**config.mk**
```make
export PLATFORM = sky130hd
export DESIGN_NAME = pwr_mode_ctrl
export DESIGN_NICKNAME = d
export VERILOG_FILES = /design/src/rtl/pwr_mode_pkg.sv /design/src/rtl/pwr_wake_sync.sv /design/src/rtl/pwr_mode_fsm.sv /design/src/rtl/pwr_dom_map.sv /design/src/rtl/pwr_rst_cause.sv /design/src/rtl/pwr_mode_ctrl.sv
export SDC_FILE = /design/constraint.sdc
export NUM_CORES = 1
export LEC_CHECK = 0
export BUFFER_PORTS_ARGS = -buffer_cell sky130_fd_sc_hd__buf_2
export CAP_MARGIN = 30
export CORE_ASPECT_RATIO = 1.5
export CORE_UTILIZATION = 43
export CTS_CLUSTER_SIZE = 8
export DETAILED_ROUTE_END_ITERATION = 12
export GPL_TIMING_DRIVEN = 0
export PLACE_DENSITY = 0.73
export SKIP_LAST_GASP = 1
export SLEW_MARGIN = 30
export SYNTH_ARGS = -nofsm -noshare
export SYNTH_HDL_FRONTEND = slang
export SYNTH_SLANG_ARGS = --single-unit
```
**constraint.sdc**
```tcl
create_clock -name clk -period 1.8 [get_ports clk]
set_clock_uncertainty 0.15 [all_clocks]
set_input_delay 0.09 -clock clk [delete_from_list [all_inputs] [get_ports clk]]
set_output_delay 0.09 -clock clk [all_outputs]
set_load 0.1 [all_outputs]
```
**src/rtl/pwr_mode_pkg.sv**
```systemverilog
package pwr_mode_pkg;

  typedef enum logic [2:0] {
    ST_RST, ST_ACT, ST_IDLE, ST_STBY, ST_WKHF, ST_WKCPU, ST_SHDN
  } pm_state_e;

  typedef struct packed {
    logic cpu;
    logic flash;
    logic sram;
    logic ret;
    logic radio;
    logic periph;
    logic hf;
    logic lf;
    logic bo_en;
    logic bo_duty;
    logic por_mon;
    logic wdt_pause;
    logic io_latch;
    logic aon;
  } pm_dom_t;

  localparam int DOM_W = $bits(pm_dom_t);

  function automatic pm_dom_t dom_of(pm_state_e s);
    pm_dom_t d;
    case (s)
      ST_ACT:   d = pm_dom_t'(14'b11101111101001);
      ST_IDLE:  d = pm_dom_t'(14'b00101111101001);
      ST_STBY:  d = pm_dom_t'(14'b00110001111111);
      ST_WKHF:  d = pm_dom_t'(14'b00110011111111);
      ST_WKCPU: d = pm_dom_t'(14'b11100011101011);
      ST_SHDN:  d = pm_dom_t'(14'b00000000000010);
      default:  d = '0;
    endcase
    return d;
  endfunction

endpackage

```
**src/rtl/pwr_wake_sync.sv**
```systemverilog
module pwr_wake_sync #(
  parameter int NUM_PINS = 2,
  parameter int STAGES   = 2
) (
  input  logic                clk,
  input  logic                por_i,
  input  logic [NUM_PINS-1:0] pin_i,
  input  logic [NUM_PINS-1:0] pin_en_i,
  input  logic                tick_i,
  output logic                evt_o
);
  logic [NUM_PINS-1:0] stg_q [STAGES];
  logic [NUM_PINS-1:0] last_q;
  logic                evt_q;

  always_ff @(posedge clk) begin
    if (por_i) begin
      for (int i = 0; i < STAGES; i++) stg_q[i] <= '0;
      last_q <= '0;
      evt_q  <= 1'b0;
    end else begin
      stg_q[0] <= pin_i;
      for (int i = 1; i < STAGES; i++) stg_q[i] <= stg_q[i-1];
      if (tick_i) begin
        last_q <= stg_q[STAGES-1];
        evt_q  <= |((stg_q[STAGES-1] ^ last_q) & pin_en_i);
      end else begin
        evt_q  <= 1'b0;
      end
    end
  end

  assign evt_o = evt_q;
endmodule

```
**src/rtl/pwr_mode_fsm.sv**
```systemverilog
module pwr_mode_fsm
  import pwr_mode_pkg::*;
#(
  parameter int MODE_W = 3
) (
  input  logic              clk,
  input  logic              por_i,
  input  logic              rst_pin_i,
  input  logic              mode_wr_i,
  input  logic [MODE_W-1:0] mode_wdata_i,
  input  logic              sleep_i,
  input  logic              irq_i,
  input  logic              rtc_evt_i,
  input  logic              wake_evt_i,
  input  logic              hf_rdy_i,
  output pm_state_e         state_nxt_o,
  output logic              shdn_wake_o
);
  localparam logic [MODE_W-1:0] CODE_IDLE = MODE_W'(1);
  localparam logic [MODE_W-1:0] CODE_STBY = MODE_W'(2);
  localparam logic [MODE_W-1:0] CODE_SHDN = MODE_W'(3);

  pm_state_e         state_q, nxt;
  logic [MODE_W-1:0] mode_q;
  logic              swake;

  always_comb begin
    nxt   = state_q;
    swake = 1'b0;
    case (state_q)
      ST_RST:   nxt = ST_ACT;
      ST_ACT: begin
        if (sleep_i) begin
          if (mode_q == CODE_IDLE)      nxt = ST_IDLE;
          else if (mode_q == CODE_STBY) nxt = ST_STBY;
          else if (mode_q == CODE_SHDN) nxt = ST_SHDN;
        end
      end
      ST_IDLE:  if (irq_i) nxt = ST_ACT;
      ST_STBY:  if (rtc_evt_i || wake_evt_i) nxt = ST_WKHF;
      ST_WKHF:  if (hf_rdy_i) nxt = ST_WKCPU;
      ST_WKCPU: nxt = ST_ACT;
      ST_SHDN: begin
        if (wake_evt_i) begin
          nxt   = ST_RST;
          swake = 1'b1;
        end
      end
      default:  nxt = ST_RST;
    endcase
    if (rst_pin_i) begin
      nxt   = ST_RST;
      swake = 1'b0;
    end
  end

  always_ff @(posedge clk) begin
    if (por_i) begin
      state_q <= ST_RST;
      mode_q  <= '0;
    end else begin
      state_q <= nxt;
      if (nxt == ST_RST)  mode_q <= '0;
      else if (mode_wr_i) mode_q <= mode_wdata_i;
    end
  end

  assign state_nxt_o = nxt;
  assign shdn_wake_o = swake;
endmodule

```
**src/rtl/pwr_dom_map.sv**
```systemverilog
module pwr_dom_map
  import pwr_mode_pkg::*;
(
  input  logic      clk,
  input  logic      por_i,
  input  pm_state_e state_nxt_i,
  output pm_dom_t   dom_o
);
  pm_dom_t dom_q;

  always_ff @(posedge clk) begin
    if (por_i) dom_q <= '0;
    else       dom_q <= dom_of(state_nxt_i);
  end

  assign dom_o = dom_q;
endmodule

```
**src/rtl/pwr_rst_cause.sv**
```systemverilog
module pwr_rst_cause (
  input  logic       clk,
  input  logic       por_i,
  input  logic       rst_pin_i,
  input  logic       shdn_wake_i,
  output logic [2:0] cause_o
);
  logic [2:0] cause_q;

  always_ff @(posedge clk) begin
    if (por_i)            cause_q <= 3'b001;
    else if (rst_pin_i)   cause_q <= 3'b010;
    else if (shdn_wake_i) cause_q <= 3'b100;
  end

  assign cause_o = cause_q;
endmodule

```
**src/rtl/pwr_mode_ctrl.sv**
```systemverilog
module pwr_mode_ctrl
  import pwr_mode_pkg::*;
#(
  parameter int NUM_PINS    = 2,
  parameter int MODE_W      = 3,
  parameter int SYNC_STAGES = 2
) (
  input  logic                clk,
  input  logic                por_i,
  input  logic                rst_pin_i,
  input  logic                mode_wr_i,
  input  logic [MODE_W-1:0]   mode_wdata_i,
  input  logic                sleep_i,
  input  logic                irq_i,
  input  logic                rtc_evt_i,
  input  logic [NUM_PINS-1:0] wake_pin_i,
  input  logic [NUM_PINS-1:0] wake_en_i,
  input  logic                lf_tick_i,
  input  logic                hf_rdy_i,
  output logic                cpu_clk_en_o,
  output logic                flash_pwr_o,
  output logic                sram_pwr_o,
  output logic                sram_ret_o,
  output logic                radio_en_o,
  output logic                periph_en_o,
  output logic                hf_clk_en_o,
  output logic                lf_clk_en_o,
  output logic                brownout_en_o,
  output logic                brownout_duty_o,
  output logic                por_mon_o,
  output logic                wdt_pause_o,
  output logic                io_latch_o,
  output logic                aon_en_o,
  output logic [2:0]          rst_cause_o
);
  logic      wake_evt, shdn_wake;
  pm_state_e state_nxt;
  pm_dom_t   dom;

  pwr_wake_sync #(.NUM_PINS(NUM_PINS), .STAGES(SYNC_STAGES)) u_sync (
    .clk(clk), .por_i(por_i), .pin_i(wake_pin_i), .pin_en_i(wake_en_i),
    .tick_i(lf_tick_i), .evt_o(wake_evt)
  );

  pwr_mode_fsm #(.MODE_W(MODE_W)) u_fsm (
    .clk(clk), .por_i(por_i), .rst_pin_i(rst_pin_i), .mode_wr_i(mode_wr_i),
    .mode_wdata_i(mode_wdata_i), .sleep_i(sleep_i), .irq_i(irq_i),
    .rtc_evt_i(rtc_evt_i), .wake_evt_i(wake_evt), .hf_rdy_i(hf_rdy_i),
    .state_nxt_o(state_nxt), .shdn_wake_o(shdn_wake)
  );

  pwr_dom_map u_map (
    .clk(clk), .por_i(por_i), .state_nxt_i(state_nxt), .dom_o(dom)
  );

  pwr_rst_cause u_cause (
    .clk(clk), .por_i(por_i), .rst_pin_i(rst_pin_i),
    .shdn_wake_i(shdn_wake), .cause_o(rst_cause_o)
  );

  assign cpu_clk_en_o    = dom.cpu;
  assign flash_pwr_o     = dom.flash;
  assign sram_pwr_o      = dom.sram;
  assign sram_ret_o      = dom.ret;
  assign radio_en_o      = dom.radio;
  assign periph_en_o     = dom.periph;
  assign hf_clk_en_o     = dom.hf;
  assign lf_clk_en_o     = dom.lf;
  assign brownout_en_o   = dom.bo_en;
  assign brownout_duty_o = dom.bo_duty;
  assign por_mon_o       = dom.por_mon;
  assign wdt_pause_o     = dom.wdt_pause;
  assign io_latch_o      = dom.io_latch;
  assign aon_en_o        = dom.aon;
endmodule

```
==> results.md, run 1 <==
- Ports: 33
- Cell row count: 20
- TritonCTS clock tree: yes
- Detail Route met3 WL: between 80 and 90 um
- Hold Fails Final Rpt: 0
- Worst Tran Pin Value: around 0.49 ns
- Setup crit start: u_fsm.state_q[2]
- Switch share: 29.75%
- Met1 WL: between 800 and 900 um
- Iter 0 DRT Violations: 13
- Delay-heaviest family, CP: simple AND/OR/NAND/NOR gates
- Reg2Reg Capture Point: u_map.dom_o[7]
- Detailed Place HPWL: 1413 um
- Clock power frac: around a third
- Sink Count: 22
- Worst-path clk slew: 0.12 ns
- Fin. max-slew vios: 0
- Failing checks: negative setup slack
- Status: complete, but fails checks
- CP Depth: 5
- Synthesized Nets: about 120
- Height of the chip: ~61 um
- Combinational share of power: between 20% and 30%
- Die area: ~2500 um^2
- CP max FO: 7
- Fin worst setup slack: -0.07248 ns
- Max-cap violations: 0
- Sum of negative setup slack: -0.1560 ns
- Clk Latency, worst-skew pair: just over 0.3 ns
- Power per cell area: 816.7 nW/um^2
- Async set-or-reset flop fraction in the synthesized netlist: 0%
- Layout cell share with drive strength beyond 1: between 40% and 50%
- Post-synthesis register bit count: 22
- Number of synthesized flops with an enable pin: 0
- Grt ovf: 0
- Critical path class: reg -> reg
- Placed cells: approximately 160
- RSZ-0062 raised after global routing: yes
- WP buf/inv: 0
- Switching power: roughly 0.00034 W
- DR WL/cell: 11.75 um
- Uppermost layer routed: met4
- Fmax: roughly 530 MHz
- Number of port buffers: 32
- Seq pwr share: 44.5%
- Reg2Reg Launch Point: u_fsm.state_q[2]
- Avg Inst Size Synth: 9.678 um^2
- Setup slack, reg-to-reg: -0.07 ns
- Crit path DAT: between 1.5 and 2 ns
- Mapped Cells: roughly 100
- Critical path destination: u_map.dom_o[7]
- Final Instance Count excl. Fillers: 175
- Routed wire length: 2056 um
- Yosys cell types: 39
- Leakage dissipation: 0.6441 nW
- Seq/Total Area, Yosys: roughly 45%
- R2R depth: 5
- # nets final: between 150 and 200
- Initial Util: around 47%
- Core area: 2102 um^2
- Fillers: between 150 and 200
- Cts bufs inserted: 3
- Critical path capture point type: register
- Min-Delay Path Class: in -> reg
- Worst path slowest cell: or4b_4
- Antenna violations before repair: 0
- CP cell instances: or4b_4 > or2_4 > nand3_4 > nor2_2 > mux2_4
- Syn Std Cell Area: roughly 990 um^2
- DRC Markers: 0
- Maximum VDD drop: approximately 0.67 mV
- Normalized max-slew margin: 67.16%
- Ant diodes: 0
- Number of detailed-route iterations in the first pass: 4
- Max Root-Sink Buffers: 2
- Area growth, synth to finish: 43.09%
- Internal power: between 0.0008 and 0.0009 W
- Vias per cell: approximately 5.2
- Finished Core Util: around two thirds
- Top_reg_cell synth: dfxtp_1
- Met2 wire length: roughly 1100 um
- CP required: about 1.9 ns
- Antenna Nets Post-Route: 0
- Clk root buf: clkbuf_4
- Max H-tree Level: 1
- GRT Overall Usage: 18.57%
- Crit-path max cell delay: roughly 0.55 ns
- Worst setup SP type: register
- First-pass GRT wire length: roughly 3100 um
- Tmin final: 1.872 ns
- Pin count of the biggest net entering global routing: 14
- Overall die width: about 40 um
- Setup violations, final: 5
- Fin crit share: 104.0%
- Yosys warns: 0
- GP Congestion: a little over 0.8
- Routed vias: ~900
- Vias in the first global route: about 790
power groups by stage:
stage               logic, W  registers [W]  clock network, W
finish              0.000262       0.000514          0.000378
CTS                 0.000256       0.000514          0.000381
detailed placement  0.000234       0.000526                 0
floorplan           0.000124       0.000590                 0
global placement    0.000231       0.000525                 0
global route        0.000277       0.000516          0.000400
routing by layer:
metal	vias up	GRT usage (%)
met1	418	18.94
met3	5	2.198
li1	457	-
met2	24	33.48
met5	-	0
met4	0	11.06
per-stage QoR:
| stage | hold WS, ns | cell area, um^2 | total power (W) | setup slack [ns] |
|---|---|---|---|---|
| after global routing | 0.1057 | 1413 | 0.001194 | -0.1189 |
| after CTS | 0.06584 | 1379 | 0.001152 | -0.08488 |
| final | 0.08501 | 1413 | 0.001154 | -0.07248 |
| after detailed placement | 0.1546 | 1175 | 0.0007598 | -0.1319 |
| after global placement | 0.1468 | 1175 | 0.0007556 | -0.1189 |
| after floorplan | 0.01276 | 987.2 | 0.0007136 | -0.06078 |
kinds of logic after synthesis:
kind of cell	after synthesis	share of synthesized area (%)
buffers and inverters	17	10.52
DFF	22	44.61
AOI/OAI and AO/OA	20	14.45
xor gates and xnor gates	4	3.549
and+or+nand+nor	33	20.66
muxes	6	6.211
cells in the final DEF (no fill, tap or decap), types with 2 or more instances in the layout:
cell type	netlist	routed
nor3b_1	3	2
nor2b_1	5	5
mux2i_1	5	5
nand4_1	2	2
dlygate4sd3_1	0	12
clkbuf_1	2	2
nor3_1	5	4
xor2_1	3	3
a21oi_1	5	5
o21ai_1	0	2
dfxtp_1	22	20
inv_1	4	4
buf_2	2	33
nor2_1	7	6
clkbuf_4	0	3
nand3b_1	2	2
buf_4	8	12
nand2_1	2	2
flip-flops by register name, summed over array words and instances (netlist names):
register	cells
u_cause.cause_o	3
u_fsm.state_q	3
u_fsm.mode_q	3
u_sync.evt_o	1
u_map.dom_o	6
u_sync.stg_q	4
u_sync.last_q	2
worst min-delay path: stages:
cell	delay, ns
buf_2	0.08
nand2b_1	0.08
nand3_1	0.16
a31oi_1	0.11
how the worst min path moves through the flow:
stage | from | to | slack, ns | cells past startpoint
after floorplan | rst_pin_i | u_cause.cause_o[2] | 0.01 | 1
after global placement | wake_pin_i[0] | u_sync.stg_q[0][0] | 0.15 | 2
after detailed placement | wake_pin_i[0] | u_sync.stg_q[0][0] | 0.15 | 2
after CTS | irq_i | u_fsm.state_q[1] | 0.07 | 4
after global routing | rtc_evt_i | u_fsm.state_q[1] | 0.11 | 4
final | irq_i | u_fsm.state_q[1] | 0.09 | 4
cells in the mapped netlist, types with 2 or more instances:
library cell | instances | area (um^2)
nor2_1 | 7 | 26.28
nand4_1 | 2 | 12.51
nand2_1 | 2 | 7.510
dfxtp_1 | 22 | 440.4
nor3_1 | 5 | 25.02
nor3b_1 | 3 | 22.52
buf_4 | 8 | 60.06
a21oi_1 | 5 | 25.02
nand3b_1 | 2 | 15.01
inv_1 | 4 | 15.01
o21ai_0 | 2 | 10.01
clkbuf_1 | 2 | 7.510
nor2b_1 | 5 | 31.28
mux2i_1 | 5 | 50.05
buf_2 | 2 | 10.01
xor2_1 | 3 | 26.28
what timing repair did:
item / CTS / global route
buffers inserted: 3 / 1
endpoints found under the hold margin: 13 / 0
pin swaps: 5 / 7
hold buffers: 12 / 0
setup endpoints to repair: 8 / 9
gates resized for setup: 7 / 7
layout make-up:
class | count | area, um^2 | share of cell area (%)
buffer | 12 | 83.83 | 5.934
multi-input combinational | 63 | 478.0 | 33.84
timing repair buffer | 48 | 310.3 | 21.97
sequential | 22 | 445.4 | 31.53
clock inverter | 1 | 30.03 | 2.126
tap | 22 | 27.53 | 1.949
inverter | 4 | 15.01 | 1.063
clock buffer | 3 | 22.52 | 1.594
Power figures use the tool's default switching activity.
==> inputs of run 2 (changes only) <==
SETUP_SLACK_MARGIN = 0.3   (was default)
==> results.md, run 2 (same netlist as run 1, synthesis figures left out) <==
- Fin. max-slew vios: 0 (unchanged)
- R2R depth: 7 (was 5)
- Fillers: 155 (was 187)
- Number of port buffers: 32 (unchanged)
- Critical path class: reg -> reg (unchanged)
- Status: complete, but fails checks (unchanged)
- Worst path slowest cell: mux2_2 (was or4b_4)
- Fin crit share: 108.9% (was 104.0%)
- RSZ-0062 raised after global routing: yes (unchanged)
- Antenna violations before repair: 0 (unchanged)
- Worst-path clk slew: 0.12 ns (about the same)
- Initial Util: 46.96% (unchanged)
- Maximum VDD drop: 0.5818 mV (was 0.6652 mV)
- # nets final: 179 (was 170)
- Tmin final: 1.960 ns (was 1.872 ns)
- WP buf/inv: 3 (was 0)
- Power per cell area: 701.3 nW/um^2 (was 816.7 nW/um^2)
- Height of the chip: 60.69 um (unchanged)
- Crit-path max cell delay: 0.36 ns (was 0.55 ns)
- Layout cell share with drive strength beyond 1: 48.77% (was 40.52%)
- Critical path destination: u_map.dom_o[7] (unchanged)
- Reg2Reg Launch Point: u_fsm.state_q[2] (unchanged)
- Met2 wire length: 1347 um (was 1076 um)
- Commonest non-fill, non-tap cell in the layout: buf_2 (unchanged)
- TritonCTS clock tree: yes (unchanged)
- Placed cells: 156 (unchanged)
- DRC Markers: 0 (unchanged)
- Vias in the first global route: 823 (was 788)
- Final Instance Count excl. Fillers: 184 (was 175)
- CP cell instances: buf_6 > buf_4 > inv_1 > o2111ai_1 > o21ai_0 > nor3_1 > mux2_2 (was or4b_4 > or2_4 > nand3_4 > nor2_2 > mux2_4)
- Met1 WL: 990 um (was 841 um)
- Antenna Nets Post-Route: 0 (unchanged)
- Number of detailed-route iterations in the first pass: 4 (unchanged)
- Leading cell types in the layout, fill and taps excluded: buf_2, buf_4, dfxtp_1, dlygate4sd3_1, dfxtp_2 (was buf_2, dfxtp_1, buf_4, dlygate4sd3_1, nor2_1)
- Ports: 33 (unchanged)
- CP Depth: 7 (was 5)
- Reg2Reg Capture Point: u_map.dom_o[7] (unchanged)
- Crit path DAT: 2.03 ns (was 1.94 ns)
- Critical path capture point type: register (unchanged)
- Clk Latency, worst-skew pair: 0.32 ns (was 0.31 ns)
- GP Congestion: 0.7979 (was 0.8200)
- Setup crit start: u_fsm.state_q[2] (unchanged)
- Grt ovf: 0 (unchanged)
- Pin count of the biggest net entering global routing: 13 (was 14)
- CP max FO: 6 (was 7)
- Final instance area: 1540 um^2 (was 1413 um^2)
- Setup slack, reg-to-reg: -0.16 ns (was -0.07 ns)
- Overall die width: 41.12 um (unchanged)
- Hold Fails Final Rpt: 0 (unchanged)
- Largest register FFs: 6 (unchanged)
- Failing checks: negative setup slack (unchanged)
- Max-cap violations: 0 (unchanged)
- Fmax: 510.3 MHz (was 534.1 MHz)
- Routed wire length: 2476 um (was 2056 um)
- Routed vias: 967 (was 904)
- Worst setup SP type: register (unchanged)
- Core area: 2102 um^2 (unchanged)
- Sink Count: 22 (unchanged)
- Vias per cell: 5.255 (was 5.166)
- DR WL/cell: 13.46 um (was 11.75 um)
- Placed instance area: 1180 um^2 (was 1175 um^2)
- Cell row count: 20 (unchanged)
- Fin worst setup slack: -0.1597 ns (was -0.07248 ns)
- Iter 0 DRT Violations: 9 (was 13)
- Uppermost layer routed: met4 (unchanged)
- CP required: 1.87 ns (about the same)
- Detail Route met3 WL: 86 um (was 87 um)
- First-pass GRT wire length: 3256 um (was 3146 um)
- Min-Delay Path Class: in -> reg (unchanged)
- Setup violations, final: 8 (was 5)
- Normalized max-slew margin: 67.35% (was 67.16%)
- Place WS: -0.1320 ns (was -0.1319 ns)
- Sum of negative setup slack: -0.5337 ns (was -0.1560 ns)
- Cts bufs inserted: 3 (unchanged)
- Area growth, synth to finish: 56.02% (was 43.09%)
- Max H-tree Level: 1 (unchanged)
- Max Root-Sink Buffers: 2 (unchanged)
- Clk root buf: clkbuf_4 (unchanged)
- Worst Tran Pin Value: 0.4931 ns (was 0.4925 ns)
- Leakage dissipation: 0.6974 nW (was 0.6441 nW)
- Delay-heaviest family, CP: compound AO/OA/AOI/OAI gates (was simple AND/OR/NAND/NOR gates)
- Die area: 2495 um^2 (unchanged)
- Ant diodes: 0 (unchanged)
- Detailed Place HPWL: 1378 um (was 1413 um)
- GRT Overall Usage: 18.90% (was 18.57%)
## run 2: cell count changes in the layout (fill, tap and decap cells not counted), moves of 2 or more
cell      previous run  this run
dfxtp_2              1         6
buf_4               12        16
dfxtp_1             20        16
buf_6                1         4
clkbuf_8             0         3
nor2_4               0         2
o21ai_0              0         2
o21ai_1              2         0
## run 2: routing by layer
metal,GRT usage (%),vias up
li1,-,475
met1,22.76,459
met2,31.70,29
met3,2.198,4
met4,9.217,0
met5,0,-
## run 2: power breakdown
part | switching [W] | internal, W | leakage, nW
clock network | 0.000150 | 0.000124 | 0.0210
registers | 0.0000103 | 0.000506 | 0.183
logic | 0.000190 | 0.0000997 | 0.494
total | 0.000350 | 0.000730 | 0.697
## run 2: layout make-up
type,count,area (um^2),area share [%]
buffer,13,111.4,7.230
clock buffer,4,36.28,2.356
inverter,4,15.01,0.9748
multi-input combinational,63,521.8,33.87
sequential,22,447.9,29.08
tap,22,27.53,1.787
timing repair buffer,56,380.4,24.70
## run 2: stage by stage
step	total power, W	hold slack [ns]	utilization [%]
final	0.001080	0.1015	73.27
after global routing	0.001113	0.1103	73.27
after CTS	0.001062	0.06621	68.04
after detailed placement	0.0007599	0.1622	56.13
after global placement	0.0007567	0.1486	56.13
after floorplan	0.0007147	0.01276	-
## run 2: worst reg2reg max path, stage by stage, from the launching register on
cell and delay [ns]:
dfxtp_2 0.35, buf_6 0.10, buf_4 0.12, inv_1 0.08, o2111ai_1 0.13, o21ai_0 0.26
nor3_1 0.30, mux2_2 0.36
## run 2: worst min-delay path by stage
stage	start	endpoint	cells past startpoint
CTS	irq_i	u_fsm.state_q[1]	4
floorplan	rst_pin_i	u_cause.cause_o[2]	1
global placement	wake_pin_i[1]	u_sync.stg_q[0][1]	2
finish	rtc_evt_i	u_fsm.state_q[1]	4
detailed placement	wake_pin_i[1]	u_sync.stg_q[0][1]	2
global route	rtc_evt_i	u_fsm.state_q[1]	4
## run 2: what timing repair did
action | in CTS | in global routing
pin swaps | 5 | 3
setup endpoints to repair | 12 | 12
setup buffers | 4 | 6
cloned | 1 | 0
hold buffers | 13 | 0
hold endpoints to repair | 12 | 0
gates resized for setup | 10 | 16
